### src/rtl/perfcnt_pkg.sv
package perfcnt_pkg;
  localparam int unsigned XLEN   = 32;
  localparam int unsigned AW     = 12;
  localparam int unsigned IDX_W  = 5;
  localparam logic [AW-1:0] ADDR_MODE = 12'h7A1;
  localparam logic [AW-1:0] ADDR_MASK = 12'h7A0;
  localparam logic [AW-1:0] ADDR_CNT0 = 12'h780;
  localparam logic [IDX_W-1:0] IDX_ALL = 5'd31;

  typedef struct packed {
    logic run;
    logic sat;
  } mode_t;
endpackage

### src/rtl/pc_csr_decode.sv
module pc_csr_decode
  import perfcnt_pkg::*;
(
  input  logic [AW-1:0]    addr_i,
  output logic             sel_mode_o,
  output logic             sel_mask_o,
  output logic             sel_cnt_o,
  output logic             sel_all_o,
  output logic [IDX_W-1:0] idx_o
);
  always_comb begin
    sel_mode_o = (addr_i == ADDR_MODE);
    sel_mask_o = (addr_i == ADDR_MASK);
    sel_cnt_o  = (addr_i[AW-1:IDX_W] == ADDR_CNT0[AW-1:IDX_W]);
    idx_o      = addr_i[IDX_W-1:0];
    sel_all_o  = sel_cnt_o && (idx_o == IDX_ALL);
  end
endmodule

### src/rtl/pc_counter_cell.sv
module pc_counter_cell #(
  parameter int unsigned W = 32
) (
  input  logic         clk_i,
  input  logic         rst_ni,
  input  logic         inc_i,
  input  logic         load_i,
  input  logic         sat_i,
  input  logic [W-1:0] wdata_i,
  output logic [W-1:0] cnt_o
);
  logic [W-1:0] cnt_q;
  logic         at_top;

  assign at_top = &cnt_q;
  assign cnt_o  = cnt_q;

  always_ff @(posedge clk_i or negedge rst_ni) begin
    if (!rst_ni)                    cnt_q <= '0;
    else if (load_i)                cnt_q <= wdata_i;
    else if (inc_i && !(sat_i && at_top)) cnt_q <= cnt_q + 1'b1;
  end


  load_wins_chk: assert property (@(posedge clk_i) disable iff (!rst_ni)
    load_i |=> cnt_q == $past(wdata_i));

  sat_hold_chk: assert property (@(posedge clk_i) disable iff (!rst_ni)
    (!load_i && sat_i && cnt_q == {W{1'b1}}) |=> cnt_q == {W{1'b1}});

  wrap_zero_chk: assert property (@(posedge clk_i) disable iff (!rst_ni)
    (!load_i && inc_i && !sat_i && cnt_q == {W{1'b1}}) |=> cnt_q == '0);

  step_one_chk: assert property (@(posedge clk_i) disable iff (!rst_ni)
    (!load_i && inc_i && cnt_q != {W{1'b1}}) |=> cnt_q == $past(cnt_q) + 1'b1);

  idle_hold_chk: assert property (@(posedge clk_i) disable iff (!rst_ni)
    (!load_i && !inc_i) |=> $stable(cnt_q));
endmodule

### src/rtl/perf_counter_unit.sv
module perf_counter_unit
  import perfcnt_pkg::*;
#(
  parameter int unsigned NUM_EVT = 16,
  parameter bit          SHARED  = 1'b0
) (
  input  logic               clk_i,
  input  logic               rst_ni,
  input  logic [NUM_EVT-1:0] evt_i,
  input  logic               csr_we_i,
  input  logic [AW-1:0]      csr_addr_i,
  input  logic [XLEN-1:0]    csr_wdata_i,
  output logic [XLEN-1:0]    csr_rdata_o
);
  localparam int unsigned NUM_CNT = SHARED ? 1 : NUM_EVT;

  logic             sel_mode, sel_mask, sel_cnt, sel_all;
  logic [IDX_W-1:0] idx;
  mode_t            mode_q;
  logic [NUM_EVT-1:0] mask_q, live_evt;
  logic [XLEN-1:0]  cnt [NUM_CNT];

  pc_csr_decode u_dec (
    .addr_i     (csr_addr_i),
    .sel_mode_o (sel_mode),
    .sel_mask_o (sel_mask),
    .sel_cnt_o  (sel_cnt),
    .sel_all_o  (sel_all),
    .idx_o      (idx)
  );

  always_ff @(posedge clk_i or negedge rst_ni) begin
    if (!rst_ni) begin
      mode_q <= '{run: 1'b1, sat: 1'b1};
      mask_q <= '0;
    end else if (csr_we_i) begin
      if (sel_mode) mode_q <= mode_t'(csr_wdata_i[1:0]);
      if (sel_mask) mask_q <= csr_wdata_i[NUM_EVT-1:0];
    end
  end

  assign live_evt = mode_q.run ? (evt_i & mask_q) : '0;

  generate
    if (SHARED) begin : g_shared
      pc_counter_cell #(.W(XLEN)) u_cnt (
        .clk_i   (clk_i),
        .rst_ni  (rst_ni),
        .inc_i   (|live_evt),
        .load_i  (csr_we_i && sel_cnt),
        .sat_i   (mode_q.sat),
        .wdata_i (csr_wdata_i),
        .cnt_o   (cnt[0])
      );
    end else begin : g_per_evt
      for (genvar g = 0; g < NUM_CNT; g++) begin : g_cnt
        pc_counter_cell #(.W(XLEN)) u_cnt (
          .clk_i   (clk_i),
          .rst_ni  (rst_ni),
          .inc_i   (live_evt[g]),
          .load_i  (csr_we_i && sel_cnt && (sel_all || idx == IDX_W'(g))),
          .sat_i   (mode_q.sat),
          .wdata_i (csr_wdata_i),
          .cnt_o   (cnt[g])
        );
      end
    end
  endgenerate

  always_comb begin
    csr_rdata_o = '0;
    if (sel_mode) begin
      csr_rdata_o[1:0] = mode_q;
    end else if (sel_mask) begin
      csr_rdata_o[NUM_EVT-1:0] = mask_q;
    end else if (sel_cnt) begin
      if (SHARED) begin
        csr_rdata_o = cnt[0];
      end else begin
        for (int k = 0; k < NUM_CNT; k++)
          if (idx == IDX_W'(k)) csr_rdata_o = cnt[k];
      end
    end
  end


  mode_wr_chk: assert property (@(posedge clk_i) disable iff (!rst_ni)
    (csr_we_i && sel_mode) |=> mode_q == $past(csr_wdata_i[1:0]));

  mask_wr_chk: assert property (@(posedge clk_i) disable iff (!rst_ni)
    (csr_we_i && sel_mask) |=> mask_q == $past(csr_wdata_i[NUM_EVT-1:0]));

  run_off_chk: assert property (@(posedge clk_i) disable iff (!rst_ni)
    !mode_q.run |-> live_evt == '0);
endmodule

### config.mk
export PLATFORM = sky130hd
export DESIGN_NAME = perf_counter_unit
export DESIGN_NICKNAME = d
export VERILOG_FILES = /design/src/rtl/perfcnt_pkg.sv /design/src/rtl/pc_csr_decode.sv /design/src/rtl/pc_counter_cell.sv /design/src/rtl/perf_counter_unit.sv
export SDC_FILE = /design/constraint.sdc
export NUM_CORES = 2
export LEC_CHECK = 0
export BUFFER_PORTS_ARGS = -buffer_cell sky130_fd_sc_hd__buf_2
export CAP_MARGIN = 20
export CORE_MARGIN = 2
export CORE_UTILIZATION = 45
export CTS_BUF_LIST = sky130_fd_sc_hd__clkbuf_4
export DETAILED_ROUTE_END_ITERATION = 6
export GPL_TIMING_DRIVEN = 0
export PLACE_DENSITY = 0.7
export SYNTH_ARGS = -nofsm -noshare
export SYNTH_HDL_FRONTEND = slang
export SYNTH_SLANG_ARGS = --single-unit
### constraint.sdc
create_clock -name clk_i -period 3.55 [get_ports clk_i]
set_input_delay 0.355 -clock clk_i [delete_from_list [all_inputs] [get_ports clk_i]]
set_output_delay 0.355 -clock clk_i [all_outputs]
set_load 0.005 [all_outputs]
==> impl_results.md <==
* Die height at ~290 um
* Power per Cell Area at around 330 nW/um^2
* Setup ws final at -0.360 ns
* # IOs at 95
* Max-slew violation count at 1
* Worst Setup Path Type: input port to primary output
* Crit share post-route at 110%
* Number of synthesized register bits at 530
* Failing checks: design-rule violations, max-slew violations, negative setup slack
* Hpwl dp at 150 mm
* CP max-delay cell: a222oi_1
* Initial antenna violation count at 18
* Ys Warns at 0
* Crit path launch type: input port
* Synth Net Count at about 4500
* Utilization after layout at between 50% and 60%
* RSZ-0062 raised after global routing: true
* Largest stage delay, worst path at 1.26 ns
* Endpoints failing setup at 18
* Core ar. at approximately 80000 um^2
* Max_cap viols at 0
* Final weighted congestion in routability-driven placement at roughly 1.1
* Largest net degree at the start of global routing at about 110
* Grt total ovfl at 0
* Asr flop ratio synth at 100%
* CP Data Arrival Time at between 3 and 4 ns
* Net Sw Power at between 0.004 and 0.005 W
* Critical Path RT at 3.19 ns
* Worst Clk Skew at roughly 0.096 ns
* PortBufs at 62
* GRT Total Usage at 47.9%
* Syn Std Cell Area at 35800 um^2
* Routed wire length per instance at 34.0 um
* Syn avg cell area at between 8 and 9 um^2
* Reg clk slew, reported paths at about 0.07 ns
* Deepest clock path buffer count at 3
* Fmax at ~0.26 GHz
* Area Overhead vs Synth at 14.7%
* Post-DR vias/cell at approximately 6.8
* Worst slew margin at -0.275%
* Synth Flop Type: dfrtp_1
* Clk sinks at 530
* Mapped Cells at between 4000 and 5000
* Power Internal at between 0.009 and 0.01 W
* Fin crit period at ~3.9 ns
* R2R Setup Slk at 0.17 ns
* Synth top area cells: dfrtp_1 (37%), nand2_1 (6.3%), xnor2_1 (6.0%)
* Post-route ant nets at 0
* Row Count at approximately 100
* Initial Utilization at 45.4%
* Die area at between 80000 and 90000 um^2
* Worst-path fanout max at 10
* Post-synth top area share at a little under two fifths
* Status: finished, violations left
* Power share of the combinational group at 9.0%
* Max H-tree Level at 4
* Vias in the first global route at roughly 36000
* Nets at 4784
* Synth unique cells at 94
* Clk root buf: clkbuf_4
* Drc violations at 4
* Final Hold Fails at 0
* CTS tree: done
* Slew @ Worst Pin at between 1.5 and 2 ns
* Reg power frac at between 40% and 50%
* Yosys top cell by area: dfrtp_1
* Die width at 286 um
* Worst Hold Class: input port to flop
* DRT Pass-1 Iters at 6
* Worst hold margin at around 0.07 ns
* Sw Share at a little under a third
* Register area share after synthesis at 37.0%
* Crit. End Element: primary output
* Final WL at roughly 200 mm
* Layout cell share with drive strength beyond 1 at 13.2%
* CTS buffer count at between 150 and 200
* Clk_lat worst skew at about 1.1 ns
* P_leak at between 15 and 20 nW
* EDFF count, synth at 0
* Vias at approximately 40000
* Initial drt markers at 6445
* Critical Path, Cell by Cell: buf_2, buf_6, nor2_1, buf_4, and3_4, buf_4, a222oi_1, nand3_1, o221ai_2, a21oi_2, buf_2
* Clk pwr share at around 44%
* Global-route wire length before repair at around 270 mm
* Largest vdd supply drop at 0.000249 V
[registers in the layout (all words and copies together) (netlist names)]
| name | count |
|---|---|
| mask_q | 16 |
| g_per_evt.g_cnt.u_cnt.cnt_o | 512 |
| mode_q | 2 |
[final timing paths]
kind / start / end / cells after the start
worst max-delay path: csr_addr_i[4] / csr_rdata_o[28] / 11
worst min-delay path: evt_i[7] / g_per_evt.g_cnt[7].u_cnt.cnt_o[0] / 5
worst max register to register: mode_q[1] / g_per_evt.g_cnt[10].u_cnt.cnt_o[7] / 10
worst min register to register: mask_q[7] / mask_q[7] / 1
max in group asynchronous: rst_ni / g_per_evt.g_cnt[11].u_cnt.cnt_o[7] / 5
min in group asynchronous: rst_ni / g_per_evt.g_cnt[4].u_cnt.cnt_o[18] / 4
[routing by layer]
layer  vias to the layer above  track usage [%]  share of wire, %
met5                         -                0             0.044
met4                        14             33.9               7.7
met1                     19600             66.0                39
met2                      3063             61.9                38
li1                      16600                -                 -
met3                       637             16.4                15
[cell type report]
class,count,area (um^2)
inverter,63,236
clock buffer,211,1580
tap,1050,1310
clock inverter,46,284
fill,7769,37800
sequential,530,13300
buffer,324,1520
timing repair buffer,155,1440
multi-input combinational,3477,21400
antenna,21,52.6
[metrics by stage]
| step | TNS (ns) | worst slack, ns | instance area (um^2) | power [W] | cells |
|---|---|---|---|---|---|
| finish | -1.43 | -0.360 | 41100 | 0.0134 | 5877 |
| global route | -0.340 | -0.174 | 41100 | 0.0136 | 5860 |
| CTS | -0.589 | -0.250 | 40900 | 0.0133 | 5850 |
| detailed placement | -40.01 | -1.36 | 38000 | 0.00740 | 5540 |
| global placement | -4891.37 | -9.20 | 37400 | 0.00734 | 5513 |
| floorplan | 0 | 1.09 | 35800 | 0.00662 | 4401 |
[cell usage in the layout, fill, tap and decap left out, drive strengths merged, types with 173 or more instances in the layout]
| master | count |
|---|---|
| nor2 | 312 |
| xnor2 | 245 |
| buf | 173 |
| nand2 | 598 |
| xor2 | 217 |
| dfrtp | 528 |
| o21ai | 464 |
| clkbuf | 467 |
| nand3 | 256 |
| a21oi | 205 |
[power by group through the flow]
stage	Sequential, W	Clock [W]	Combinational [W]
after floorplan	0.00627	0	0.000350
after global placement	0.00635	0	0.000994
after detailed placement	0.00634	0	0.00105
after CTS	0.00623	0.00591	0.00114
after global routing	0.00624	0.00620	0.00120
final	0.00625	0.00591	0.00120
[cells by family (layout without fill, tap and decap cells)]
group | Yosys count | count (layout) | synth area share, %
simple gates | 1892 | 1892 | 26.8
compound gates | 1054 | 1054 | 18.3
flops | 530 | 530 | 37.0
xor+xnor | 462 | 462 | 11.3
buf+inv | 394 | 799 | 4.44
mux | 53 | 53 | 1.57
fa+ha+maj | 16 | 16 | 0.559
other cells | 0 | 21 | 0
[synthesized netlist by cell type (9+ instances only)]
cell,number
a221oi_1,24
buf_2,49
a222oi_1,17
nand2b_1,10
and2_1,30
o2bb2ai_1,9
a2bb2oi_1,9
o221ai_1,20
a22oi_1,62
ha_1,16
nand4_1,167
xnor2_1,245
a22o_1,17
or2_2,11
o211ai_1,26
o2111ai_1,13
a211oi_1,30
xor2_1,217
nor3b_1,18
nor2b_1,13
nand3b_1,17
o21ai_1,40
or3_1,28
nor4b_1,16
nor3_1,133
a221o_1,12
dfrtp_1,528
nand3_1,254
a31oi_1,24
a21oi_1,205
and3_1,114
o31ai_1,9
buf_1,11
nor4_1,46
or4_1,14
mux2_2,25
and4_1,50
o22ai_1,37
clkbuf_1,263
nand2_1,598
inv_1,63
o21ai_0,420
nor2_1,311
mux2i_1,28
[critical path: cells and delay by family]
kind                   cells  cell delay (ns)
AND/OR/NAND/NOR            3             0.59
AO/OA/AOI/OAI              3             1.64
buffers and inverters      5             0.95
[what timing repair did]
action                                  in CTS  in global routing
buffers inserted                             7                  7
pin swaps                                   21                  6
hold buffers                                51                  0
endpoints found under the setup margin     133                 21
endpoints found under the hold margin      640                  0
resized for setup                          137                 40
Note: power is estimated with default switching activity, not from simulation.
